--- src/rtl/irq_router_pkg.sv ---
package irq_router_pkg;

   typedef enum logic {
      PICK_SCAN   = 1'b0,
      PICK_ONEHOT = 1'b1
   } pick_impl_e;

   localparam int CTRL_W = 2;

   typedef struct packed {
      logic en;
      logic flag;
   } src_ctrl_t;

endpackage

--- src/rtl/irq_src_bank.sv ---
module irq_src_bank #(
   parameter int NSRC = 96
) (
   input  logic            clk,
   input  logic            rst_n,
   input  logic [NSRC-1:0] set_i,
   input  logic [NSRC-1:0] swclr_i,
   input  logic [NSRC-1:0] ackclr_i,
   input  logic [NSRC-1:0] en_wr_i,
   input  logic            en_val_i,
   output logic [NSRC-1:0] flag_o,
   output logic [NSRC-1:0] en_o,
   output logic [NSRC-1:0] flag_nx_o,
   output logic [NSRC-1:0] en_nx_o
);

   for (genvar s = 0; s < NSRC; s++) begin : g_cell
      // a request at the same edge as any clear keeps the flag set
      always_comb begin
         flag_nx_o[s] = set_i[s] | (flag_o[s] & ~(swclr_i[s] | ackclr_i[s]));
         en_nx_o[s]   = en_wr_i[s] ? en_val_i : en_o[s];
      end

      always_ff @(posedge clk or negedge rst_n) begin
         if (!rst_n) begin
            flag_o[s] <= 1'b0;
            en_o[s]   <= 1'b0;
         end else begin
            flag_o[s] <= flag_nx_o[s];
            en_o[s]   <= en_nx_o[s];
         end
      end
   end

endmodule

--- src/rtl/irq_prio_pick.sv ---
module irq_prio_pick
   import irq_router_pkg::*;
#(
   parameter int         SRC_PER_LINE = 16,
   parameter int         ID_W         = 4,
   parameter pick_impl_e PICK_IMPL    = PICK_SCAN
) (
   input  logic [SRC_PER_LINE-1:0] pend_i,
   output logic                    hit_o,
   output logic [ID_W-1:0]         id_o
);

   assign hit_o = |pend_i;

   if (PICK_IMPL == PICK_SCAN) begin : g_scan
      // walk from the bottom of the chain up; the last match is position 0 side
      always_comb begin
         id_o = '0;
         for (int p = SRC_PER_LINE - 1; p >= 0; p--) begin
            if (pend_i[p]) id_o = ID_W'(p);
         end
      end
   end else begin : g_onehot
      logic [SRC_PER_LINE-1:0] lowest;
      assign lowest = pend_i & (~pend_i + SRC_PER_LINE'(1));
      always_comb begin
         id_o = '0;
         for (int p = 0; p < SRC_PER_LINE; p++) begin
            if (lowest[p]) id_o = id_o | ID_W'(p);
         end
      end
   end

endmodule

--- src/rtl/irq_line_reg.sv ---
module irq_line_reg #(
   parameter int ID_W = 4
) (
   input  logic            clk,
   input  logic            rst_n,
   input  logic            hit_i,
   input  logic [ID_W-1:0] id_i,
   output logic            req_o,
   output logic [ID_W-1:0] id_o
);

   always_ff @(posedge clk or negedge rst_n) begin
      if (!rst_n) begin
         req_o <= 1'b0;
         id_o  <= '0;
      end else begin
         req_o <= hit_i;
         id_o  <= hit_i ? id_i : '0;
      end
   end

endmodule

--- src/rtl/irq_level_router.sv ---
module irq_level_router
   import irq_router_pkg::*;
#(
   parameter int         NUM_LINES    = 6,
   parameter int         SRC_PER_LINE = 16,
   parameter pick_impl_e PICK_IMPL    = PICK_SCAN,
   localparam int        NSRC         = NUM_LINES * SRC_PER_LINE,
   localparam int        ID_W         = (SRC_PER_LINE > 1) ? $clog2(SRC_PER_LINE) : 1,
   localparam int        ADDR_W       = (NSRC > 1) ? $clog2(NSRC) : 1
) (
   input  logic                      clk,
   input  logic                      rst_n,
   input  logic [NSRC-1:0]           src_req,
   input  logic [ADDR_W-1:0]         reg_sel,
   input  logic                      reg_wr,
   input  logic [CTRL_W-1:0]         reg_wdata,
   output logic [CTRL_W-1:0]         reg_rdata,
   input  logic [NUM_LINES-1:0]      line_ack,
   output logic [NUM_LINES-1:0]      line_req,
   output logic [NUM_LINES*ID_W-1:0] line_id
);

   if (NUM_LINES < 1 || NUM_LINES > 16) begin : g_bad_lines
      $error("irq_level_router: NUM_LINES out of range");
   end
   if (SRC_PER_LINE < 2 || SRC_PER_LINE > 16) begin : g_bad_depth
      $error("irq_level_router: SRC_PER_LINE out of range");
   end

   logic [NSRC-1:0] wr_hit, swclr, ackclr;
   logic [NSRC-1:0] flag_q, en_q, flag_nx, en_nx;
   src_ctrl_t       wdat, rdat;

   assign wdat = src_ctrl_t'(reg_wdata);

   // host window decode
   always_comb begin
      rdat = '0;
      for (int s = 0; s < NSRC; s++) begin
         wr_hit[s] = reg_wr && (reg_sel == ADDR_W'(s));
         swclr[s]  = wr_hit[s] && wdat.flag;
         if (reg_sel == ADDR_W'(s)) begin
            rdat.flag = flag_q[s];
            rdat.en   = en_q[s];
         end
      end
   end
   assign reg_rdata = rdat;

   // acknowledge decode: clear the presented winner of each requesting line
   for (genvar l = 0; l < NUM_LINES; l++) begin : g_ack
      for (genvar p = 0; p < SRC_PER_LINE; p++) begin : g_pos
         assign ackclr[l*SRC_PER_LINE + p] =
            line_ack[l] && line_req[l] && (line_id[l*ID_W +: ID_W] == ID_W'(p));
      end
   end

   irq_src_bank #(.NSRC(NSRC)) u_bank (
      .clk       (clk),
      .rst_n     (rst_n),
      .set_i     (src_req),
      .swclr_i   (swclr),
      .ackclr_i  (ackclr),
      .en_wr_i   (wr_hit),
      .en_val_i  (wdat.en),
      .flag_o    (flag_q),
      .en_o      (en_q),
      .flag_nx_o (flag_nx),
      .en_nx_o   (en_nx)
   );

   // arbitration on next-state values so the line registers track the bank
   for (genvar l = 0; l < NUM_LINES; l++) begin : g_line
      logic [SRC_PER_LINE-1:0] pend_nx;
      logic                    hit;
      logic [ID_W-1:0]         win;

      assign pend_nx = flag_nx[l*SRC_PER_LINE +: SRC_PER_LINE]
                     & en_nx[l*SRC_PER_LINE +: SRC_PER_LINE];

      irq_prio_pick #(
         .SRC_PER_LINE (SRC_PER_LINE),
         .ID_W         (ID_W),
         .PICK_IMPL    (PICK_IMPL)
      ) u_pick (
         .pend_i (pend_nx),
         .hit_o  (hit),
         .id_o   (win)
      );

      irq_line_reg #(.ID_W(ID_W)) u_lreg (
         .clk   (clk),
         .rst_n (rst_n),
         .hit_i (hit),
         .id_i  (win),
         .req_o (line_req[l]),
         .id_o  (line_id[l*ID_W +: ID_W])
      );
   end

endmodule

--- config.mk ---
export PLATFORM = sky130hd
export DESIGN_NAME = irq_level_router
export DESIGN_NICKNAME = d
export VERILOG_FILES = /design/src/rtl/irq_router_pkg.sv /design/src/rtl/irq_src_bank.sv /design/src/rtl/irq_prio_pick.sv /design/src/rtl/irq_line_reg.sv /design/src/rtl/irq_level_router.sv
export SDC_FILE = /design/constraint.sdc
export NUM_CORES = 1
export LEC_CHECK = 0
export BUFFER_PORTS_ARGS = -buffer_cell sky130_fd_sc_hd__buf_2
export CAP_MARGIN = 40
export CORE_UTILIZATION = 40
export DETAILED_ROUTE_END_ITERATION = 16
export GPL_TIMING_DRIVEN = 0
export PLACE_DENSITY = 0.65
export SYNTH_ARGS = -nofsm -noshare
export SYNTH_HDL_FRONTEND = slang
export SYNTH_SLANG_ARGS = --single-unit
--- constraint.sdc ---
create_clock -name clk -period 4.2 [get_ports clk]
set_input_delay 0.21 -clock clk [delete_from_list [all_inputs] [get_ports clk]]
set_output_delay 0.21 -clock clk [all_outputs]
set_load 0.005 [all_outputs]
### Yosys cells after proc, flatten, opt, wreduce, memory -nomap -nowiden

Index checks and enable logic that the tools add are counted.

| cells by class | value |
|---|---|
| eq/ne operators | 185 |
| multiplexer cells | 294 |
| bitwise gates (word level) | 390 |
| reduce and logical (&&, ||, !) cells | 307 |

Operator list:

| kind | count |
|---|---|
| 2-to-1 mux 4 bit | 102 |
| logical AND 1 bit | 294 |
| == test 7 x 6 -> 1 bit (second input constant) | 32 |
| == test 7 bit (second input constant) | 32 |
| == test 4 bit (second input constant) | 48 |
| 2-to-1 mux 2 bit | 96 |
| bitwise OR 1 bit | 192 |
| == test 7 x 5 -> 1 bit (second input constant) | 16 |
| AND 1 bit | 96 |
| AND 16 bit | 6 |
| == test 4 x 3 -> 1 bit (second input constant) | 24 |
| 2-to-1 mux 1 bit | 96 |
| NOT 1 bit | 96 |
| OR reduction 16 bit | 6 |
| == test 7 x 4 -> 1 bit (second input constant) | 8 |
| == test 4 x 2 -> 1 bit (second input constant) | 12 |
| == test 7 x 3 -> 1 bit (second input constant) | 4 |
| == test 4 x 1 -> 1 bit (second input constant) | 6 |
| logical NOT 4 bit | 6 |
| == test 7 x 2 -> 1 bit (second input constant) | 2 |
| == test 7 x 1 -> 1 bit (second input constant) | 1 |
| logical NOT 7 bit | 1 |

| word-level totals | value |
|---|---|
| register bits | 222 |
| output and inout bits | 32 |
| logic and storage cells | 1380 |

### Longest topological paths before layout

Gate-level depths: netlist of run 1.

| logic depth | value |
|---|---|
| depth after elaboration | 97 |
| depth in mapped cells | 13 |
| gate-level depth less buffers | 9 |

### Hierarchy

A second synthesis of run 1 with hierarchy kept.

| second synthesis, totals | value |
|---|---|
| cell total of the unflattened synthesis | 1635 |
| area, all modules | 14108.5 µm² |

By module, submodules not included:

| module | times used | cells each | area each (µm²) | sequential area each (µm²) |
|---|---|---|---|---|
| irq_src_bank | 1 | 490 | 7198.2 | 4804.6 |
| irq_level_router | 1 | 887 | 4951.0 | 0.0 |
| irq_prio_pick | 6 | 34 | 176.4 | 0.0 |
| irq_line_reg | 6 | 9 | 150.1 | 125.1 |

### Worst setup path before layout of run 1

No wires, ideal clock.

| timing | value |
|---|---|
| path type | input -> output |
| from | input reg_sel[0] |
| to | output reg_rdata[1] |
| data arrival time | 2.126 ns |
| required time | 3.990 ns |
| path slack | 1.864 ns |
| cell stages on the path | 10 |
| path buffers | 5 |
| cells stage by stage | buf_6 buf_6 buf_4 buf_4 buf_4 mux4_2 o32a_1 a221oi_1 o211ai_1 a31o_1 |

| on the way | value |
|---|---|
| word-level cells in the longest chain between the ends | 97 |
| elaborated cells on any way between the ends | 192 |

RTL lines:

| element | RTL line | text |
|---|---|---|
| start: declaration | irq_level_router.sv:14 | `input logic [ADDR_W-1:0] reg_sel,` |
| logical NOT 7 bit | irq_level_router.sv:42 | `if (reg_sel == ADDR_W'(s)) begin` |
| 2-to-1 mux 2 bit (95 in series) | irq_level_router.sv:42 |  |
| 2-to-1 mux 2 bit * | irq_level_router.sv:42 |  |
| end: declaration | irq_level_router.sv:17 | `output logic [CTRL_W-1:0] reg_rdata,` |

Every way passes the cells marked *; elsewhere a longest branch is shown, timed or not.

### Worst setup path in the final report of run 1

| timing | value |
|---|---|
| from | input reg_sel[0] |
| to | output reg_rdata[0] |

The elaborated chain is that of the path after synthesis.

==> results.json, run 1 <==
{
  "outcome": "finished clean",
  "fp.dieW_um": 190.2,
  "seq_area_frac_synth_pct": 39.21,
  "final_nets": 1939,
  "holdCritPathClass": "primary input to flip-flop",
  "setup_viol": 0,
  "routedWlPerCell_um": 28.32,
  "min-delay-start": "src_req[43]",
  "fin_cells": 2299,
  "fin_crit_ns": 3.888,
  "grt_pass1_vias": 14460,
  "max_stage_delay_ns": 0.47,
  "arrival_ns": 3.68,
  "pre_cts_ws_ns": 0.4083,
  "tightest_slew_ns": 0.9882,
  "final.period_utilization_pct": 92.57,
  "ctsResizeCount": 0,
  "timing.slew.headroom_pct": 33.63,
  "core_um2": 34710,
  "die_h_um": 190.2,
  "synth_fa_ha_area_share_pct": 0,
  "clock-root-buffer": "clkbuf_16",
  "total_power_uw": 7120,
  "clk_pin_slew_worst_paths_ns": 0.06,
  "final_util_pct": 50.26,
  "synth-main-ff-cell": "dfrtp_1",
  "diodes": 0,
  "netlist_area_um2": 14170,
  "worstPathRequired_ns": 3.99,
  "viasPerCell": 6.458,
  "maxCapViolCount": 0,
  "drive_above_1_share_pct": 20.88,
  "r2r_slack_ns": 1.33,
  "n_fill_cell": 3256,
  "yosys_warnings": 0,
  "slew_violations": 0,
  "synthSimpleGateAreaFrac_pct": 22.29,
  "synth.avg_cell_area_um2": 9.140,
  "cts_setup_buffers": 0,
  "fin_ws_ns": 0.3120,
  "fmax_mhz": 257.2,
  "cellPowerDensity_nw_per_um2": 408.1,
  "hold_depth": 3,
  "gp_congestion": 1.047,
  "synth_mux_area_share_pct": 8.416,
  "finalClockSkew_ns": 0.01854,
  "crit_chain": "buf_2 -> buf_6 -> buf_6 -> buf_4 -> buf_2 -> buf_2 -> mux2i_1 -> nand2_1 -> a41oi_1 -> o211ai_1 -> o21ai_0 -> a21oi_1 -> or3_1 -> buf_2",
  "startpoint_type": "primary input",
  "fin_tns_setup_ns": 0,
  "synth_cell_types": 94,
  "clkLatencyLatePin_ns": 0.56,
  "dpl.hpwl_um": 46670,
  "ant_nets": 0,
  "synthArstFlopShare_pct": 100.0,
  "areaGrowthSynthToFinish_pct": 23.15,
  "numCtsBuffers": 27,
  "rr_worst_depth": 9,
  "drt_iter0_markers": 1745,
  "whs_endpoint": "u_bank.flag_o[43]",
  "synth_top_family_by_area": "simple AND/OR/NAND/NOR gates",
  "slowest_stage": "buf_2",
  "initial_core_util_pct": 40.81,
  "vdd_drop_max_uv": 327.6,
  "synth-seq-cells": 222,
  "drtPass1Iterations": 8,
  "grt_start_max_net_pins": 87,
  "placementRows": 68,
  "r2r-end": "g_line[3].u_lreg.id_o[1]",
  "rsz0062_at_grt": "no",
  "dp.cells": 2157,
  "synth_compound_area_share_pct": 22.07,
  "synth_edf_count": 0,
  "cts.sinks": 222,
  "grt_remaining_overflow": 0,
  "ctsHtreeMaxLevel": 1,
  "grt_pass1_wl_um": 93900,
  "synthCells": 1550,
  "hold_buffers": 94,
  "die_area_um2": 36170,
  "clock_path_buffers": 3,
  "path_class": "primary input to primary output",
  "path_max_fanout": 10,
  "cts_tree": "built",
  "p_leak_uw": 0.007716,
  "portBuffers": 144,
  "cp_common_cell": "buf_2",
  "antenna_found_initial": 0,
  "synthXorXnorAreaFrac_pct": 0,
  "grt_util_all_layers_pct": 35.48,
  "drcViolationCount": 0,
  "endpoint_kind": "primary output",
  "dr_total_vias": 14850,
  "wl_um": 65100,
  "rr_startpoint": "g_line[3].u_lreg.id_o[1]",
  "synth.net_count": 1664,
  "ioPinCount": 146,
  "finalHoldViolCount": 0
}
==> worst max path at each step <==
stage               startpoint                  endpoint  slack [ns]
finish              reg_sel[0]              reg_rdata[0]        0.31
global placement         rst_n  g_line[2].u_lreg.id_o[2]       -1.16
global route        reg_sel[0]              reg_rdata[0]        0.28
detailed placement  reg_sel[0]              reg_rdata[0]        0.41
CTS                 reg_sel[0]              reg_rdata[0]        0.40
floorplan           reg_sel[0]              reg_rdata[1]        1.86
==> cell families after synthesis <==
| kind of cell | Yosys count |
|---|---|
| AOI/OAI and AO/OA | 432 |
| DFF | 222 |
| buffers and inverters | 244 |
| muxes | 107 |
| and+or+nand+nor | 545 |
==> where the power goes <==
group / internal (uW) / switching (uW) / total (uW) / leakage, uW
sequential: 2410 / 265 / 2670 / 0.00252
clock: 1510 / 999 / 2510 / 0.000441
combinational: 772 / 1160 / 1940 / 0.00475
==> per-stage QoR <==
step / hold slack (ns) / cell area, um^2
floorplan: -0.08559 / 14170
global placement: 0.4048 / 15460
detailed placement: 0.2068 / 15570
CTS: 0.02946 / 17450
global route: 0.03799 / 17450
finish: 0.03573 / 17450
==> registers in the layout (all words and copies together) (netlist names) <==
| signal | count |
|---|---|
| u_bank.flag_o | 96 |
| u_bank.en_o | 96 |
| g_line.u_lreg.req_o | 6 |
| g_line.u_lreg.id_o | 24 |
==> layout by cell type, fill, tap and decap left out, drive strengths merged, types with 64 or more instances in the layout <==
cell type,synthesis,routed
buf,93,245
nor2,115,115
a32oi,68,68
clkbuf,27,65
dfrtp,222,222
a21oi,82,82
dlygate4sd3,0,94
inv,124,125
nand2,93,93
nand3,107,107
mux2i,64,64
==> routing by layer <==
layer	global-route usage [%]	wire, um	up-vias
li1	-	-	6337
met1	45.88	25730	7301
met2	54.51	28270	968
met3	8.135	6941	240
met4	20.06	4162	0
met5	0	0	-
==> critical path: cells and delay by family <==
kind | cells | cell delay, ns
buffers and inverters | 7 | 1.61
AO/OA/AOI/OAI | 4 | 0.96
AND/OR/NAND/NOR | 2 | 0.50
multiplexers | 1 | 0.39
==> layout make-up <==
type | count | area, um^2 | area share, %
Clock inverter | 10 | 163.9 | 0.9395
Timing Repair Buffer | 246 | 1779 | 10.20
Tap cell | 455 | 569.3 | 3.263
Sequential cell | 222 | 5555 | 31.84
Inverter | 124 | 465.4 | 2.668
Buffer | 120 | 669.4 | 3.837
Multi-Input combinational cell | 1084 | 7477 | 42.86
Clock buffer | 38 | 767.0 | 4.396
==> cells in the mapped netlist, drive strengths merged (10+ instances only) <==
library cell / number / area share (%)
a211oi: 19 / 1.2
a21o: 24 / 1.3
a21oi: 82 / 2.9
a221oi: 14 / 1.0
a22oi: 11 / 0.58
a31o: 10 / 0.62
a31oi: 17 / 0.75
a32oi: 68 / 4.2
and2: 37 / 1.7
and4b: 18 / 1.3
buf: 93 / 4.0
clkbuf: 27 / 0.72
dfrtp: 222 / 39
inv: 124 / 3.3
mux2: 39 / 3.3
mux2i: 64 / 4.5
nand2: 93 / 2.5
nand2b: 12 / 0.53
nand3: 107 / 3.9
nor2: 115 / 3.0
nor2b: 30 / 1.3
nor3: 32 / 1.1
nor4: 21 / 1.2
o211ai: 10 / 0.53
o21ai: 58 / 2.0
o22ai: 34 / 1.5
o31ai: 14 / 0.74
Power figures use the tool's default switching activity.
==> inputs of run 2 (changes only) <==
--- a/config.mk
+++ b/config.mk
@@ -11,6 +11,7 @@
 export DETAILED_ROUTE_END_ITERATION = 16
 export GPL_TIMING_DRIVEN = 0
 export PLACE_DENSITY = 0.65
+export REMOVE_ABC_BUFFERS = 1
 export SYNTH_ARGS = -nofsm -noshare
 export SYNTH_HDL_FRONTEND = slang
 export SYNTH_SLANG_ARGS = --single-unit
==> run 2 against run 1 <==
  * Utilization shrank 1.0 points
  * Fmax rose by 0.36%
  * Combinational power shrank 9%
  * Total power shrank 2.6%
  * Sequential share of layout area is 0.65 points higher
  * Non-clock buffer count shrank 104
  * Worst hold slack worse by 0.0071 ns
  * Register-to-register slack improved by 0.24 ns
  * Global-route usage shrank 6.9 points
  * Clock power fell by 2%
  * Largest power group unchanged
==> results.json, run 2 (synthesized netlist as in run 1, its figures left out) <==
{
  "outcome": "finished clean",
  "cts_tree": "built",
  "drtPass1Iterations": 6,
  "final_common_cell": "dfrtp_1",
  "drt_iter0_markers": 1708,
  "timing.slew.headroom_pct": 36.18,
  "wl_met1_um": 22090,
  "total_power_uw": 6935,
  "ctsHtreeMaxLevel": 1,
  "biggestRegsByFlops": "u_bank.en_o x96, u_bank.flag_o x96, g_line.u_lreg.id_o x24",
  "numCtsBuffers": 27,
  "path_max_fanout": 64,
  "rr_worst_depth": 8,
  "drive_above_1_share_pct": 18.16,
  "dpl.hpwl_um": 36290,
  "initial_core_util_pct": 40.81,
  "die_h_um": 190.2,
  "worstSetupEndpoint": "reg_rdata[0]",
  "core_um2": 34710,
  "final_cell_mix": "dfrtp_1, buf_2, inv_1, nor2_1, nand3_1",
  "path_class": "primary input to primary output",
  "grt_remaining_overflow": 0,
  "ant_nets": 0,
  "maxCapViolCount": 0,
  "areaGrowthSynthToFinish_pct": 20.70,
  "rsz0062_at_grt": "no",
  "r2r_slack_ns": 1.57,
  "grt_util_all_layers_pct": 28.56,
  "vdd_drop_max_uv": 338.4,
  "slew_violations": 0,
  "ioPinCount": 146,
  "antenna_found_initial": 0,
  "final_nets": 1835,
  "fin_area_um2": 17100,
  "dr_total_vias": 13940,
  "clk_pin_slew_worst_paths_ns": 0.06,
  "startpoint_type": "primary input",
  "viasPerCell": 6.351,
  "cts.sinks": 222,
  "clock-root-buffer": "clkbuf_16",
  "final.period_utilization_pct": 92.24,
  "finalHoldViolCount": 0,
  "placementRows": 68,
  "finalClockSkew_ns": 0.01001,
  "worstPathRequired_ns": 3.99,
  "fin_ws_ns": 0.3258,
  "wl_met3_um": 4874,
  "arrival_ns": 3.66,
  "diodes": 0,
  "fp.dieW_um": 190.2,
  "fmax_mhz": 258.1,
  "tightest_slew_ns": 0.9574,
  "dr.max_layer_used": "met4",
  "routedWlPerCell_um": 23.82,
  "drcViolationCount": 0,
  "setup_viol": 0,
  "clkLatencyLatePin_ns": 0.55,
  "endpoint_kind": "primary output",
  "r2r-end": "g_line[3].u_lreg.id_o[1]",
  "grt_pass1_vias": 13370,
  "cts_setup_buffers": 0,
  "wl_met2_um": 23170,
  "wl_um": 52290,
  "clock_path_buffers": 3,
  "p_leak_uw": 0.007431,
  "rr_startpoint": "g_line[3].u_lreg.id_o[2]",
  "holdCritPathClass": "primary input to flip-flop",
  "cellPowerDensity_nw_per_um2": 405.6,
  "place_area_um2": 15250,
  "die_area_um2": 36170,
  "grt_pass1_wl_um": 79500,
  "gp_congestion": 0.9264,
  "pre_cts_ws_ns": 0.5216,
  "cp-startpoint": "reg_sel[0]",
  "fin_crit_ns": 3.874,
  "portBuffers": 145,
  "grt_start_max_net_pins": 113
}
[run 2: worst min path at each step]
stage,startpoint,end,depth (start not counted)
after CTS,src_req[45],u_bank.flag_o[45],3
final,src_req[45],u_bank.flag_o[45],3
after global placement,src_req[18],u_bank.flag_o[18],3
after detailed placement,rst_n,u_bank.flag_o[93],1
after floorplan,rst_n,g_line[0].u_lreg.id_o[0],0
after global routing,src_req[45],u_bank.flag_o[45],3
[run 2: metrics by stage]
step                      setup TNS [ns]  utilization (%)  instances  hold WS (ns)
after global placement           -272.38            42.61       2030        0.4090
after CTS                              0            49.26       2195       0.01260
final                                  0            49.26       2195       0.02859
after floorplan                        0                -       1430      -0.08559
after global routing                   0            49.26       2195       0.04240
after detailed placement               0            43.94       2054        0.3621
[run 2: metal layers]
| metal | up-vias | track usage, % |
|---|---|---|
| met3 | 131 | 4.630 |
| li1 | 6135 | - |
| met4 | 0 | 11.02 |
| met5 | - | 0.8242 |
| met1 | 6860 | 39.84 |
| met2 | 814 | 44.15 |
[run 2: report_power, final]
group | switching, uW | internal (uW) | total, uW
clock | 955 | 1520 | 2470
sequential | 300 | 2410 | 2710
combinational | 1030 | 729 | 1760
[run 2: worst max-delay path, stage by stage]
cell     delay, ns
buf_4         0.43
buf_16        0.35
and4b_1       0.57
buf_8         0.22
a22oi_1       0.11
a21oi_1       0.33
nor2_1        0.09
o31ai_1       0.42
o21ai_0       0.30
a21oi_1       0.25
or3_1         0.18
buf_2         0.12
[run 2: final cells by class]
type                       count  area (um^2)
sequential                   222         5555
multi-input combinational   1084         7523
fill                        3330        17610
tap                          455        569.3
clock inverter                13        190.2
timing repair buffer         262         2071
clock buffer                  35        725.7
inverter                     124        465.4
[run 2: repair_timing]
item / 4_1_cts / 5_1_grt
resized for setup: 0 / 0
endpoints found under the hold margin: 203 / 0
hold buffers: 93 / 0
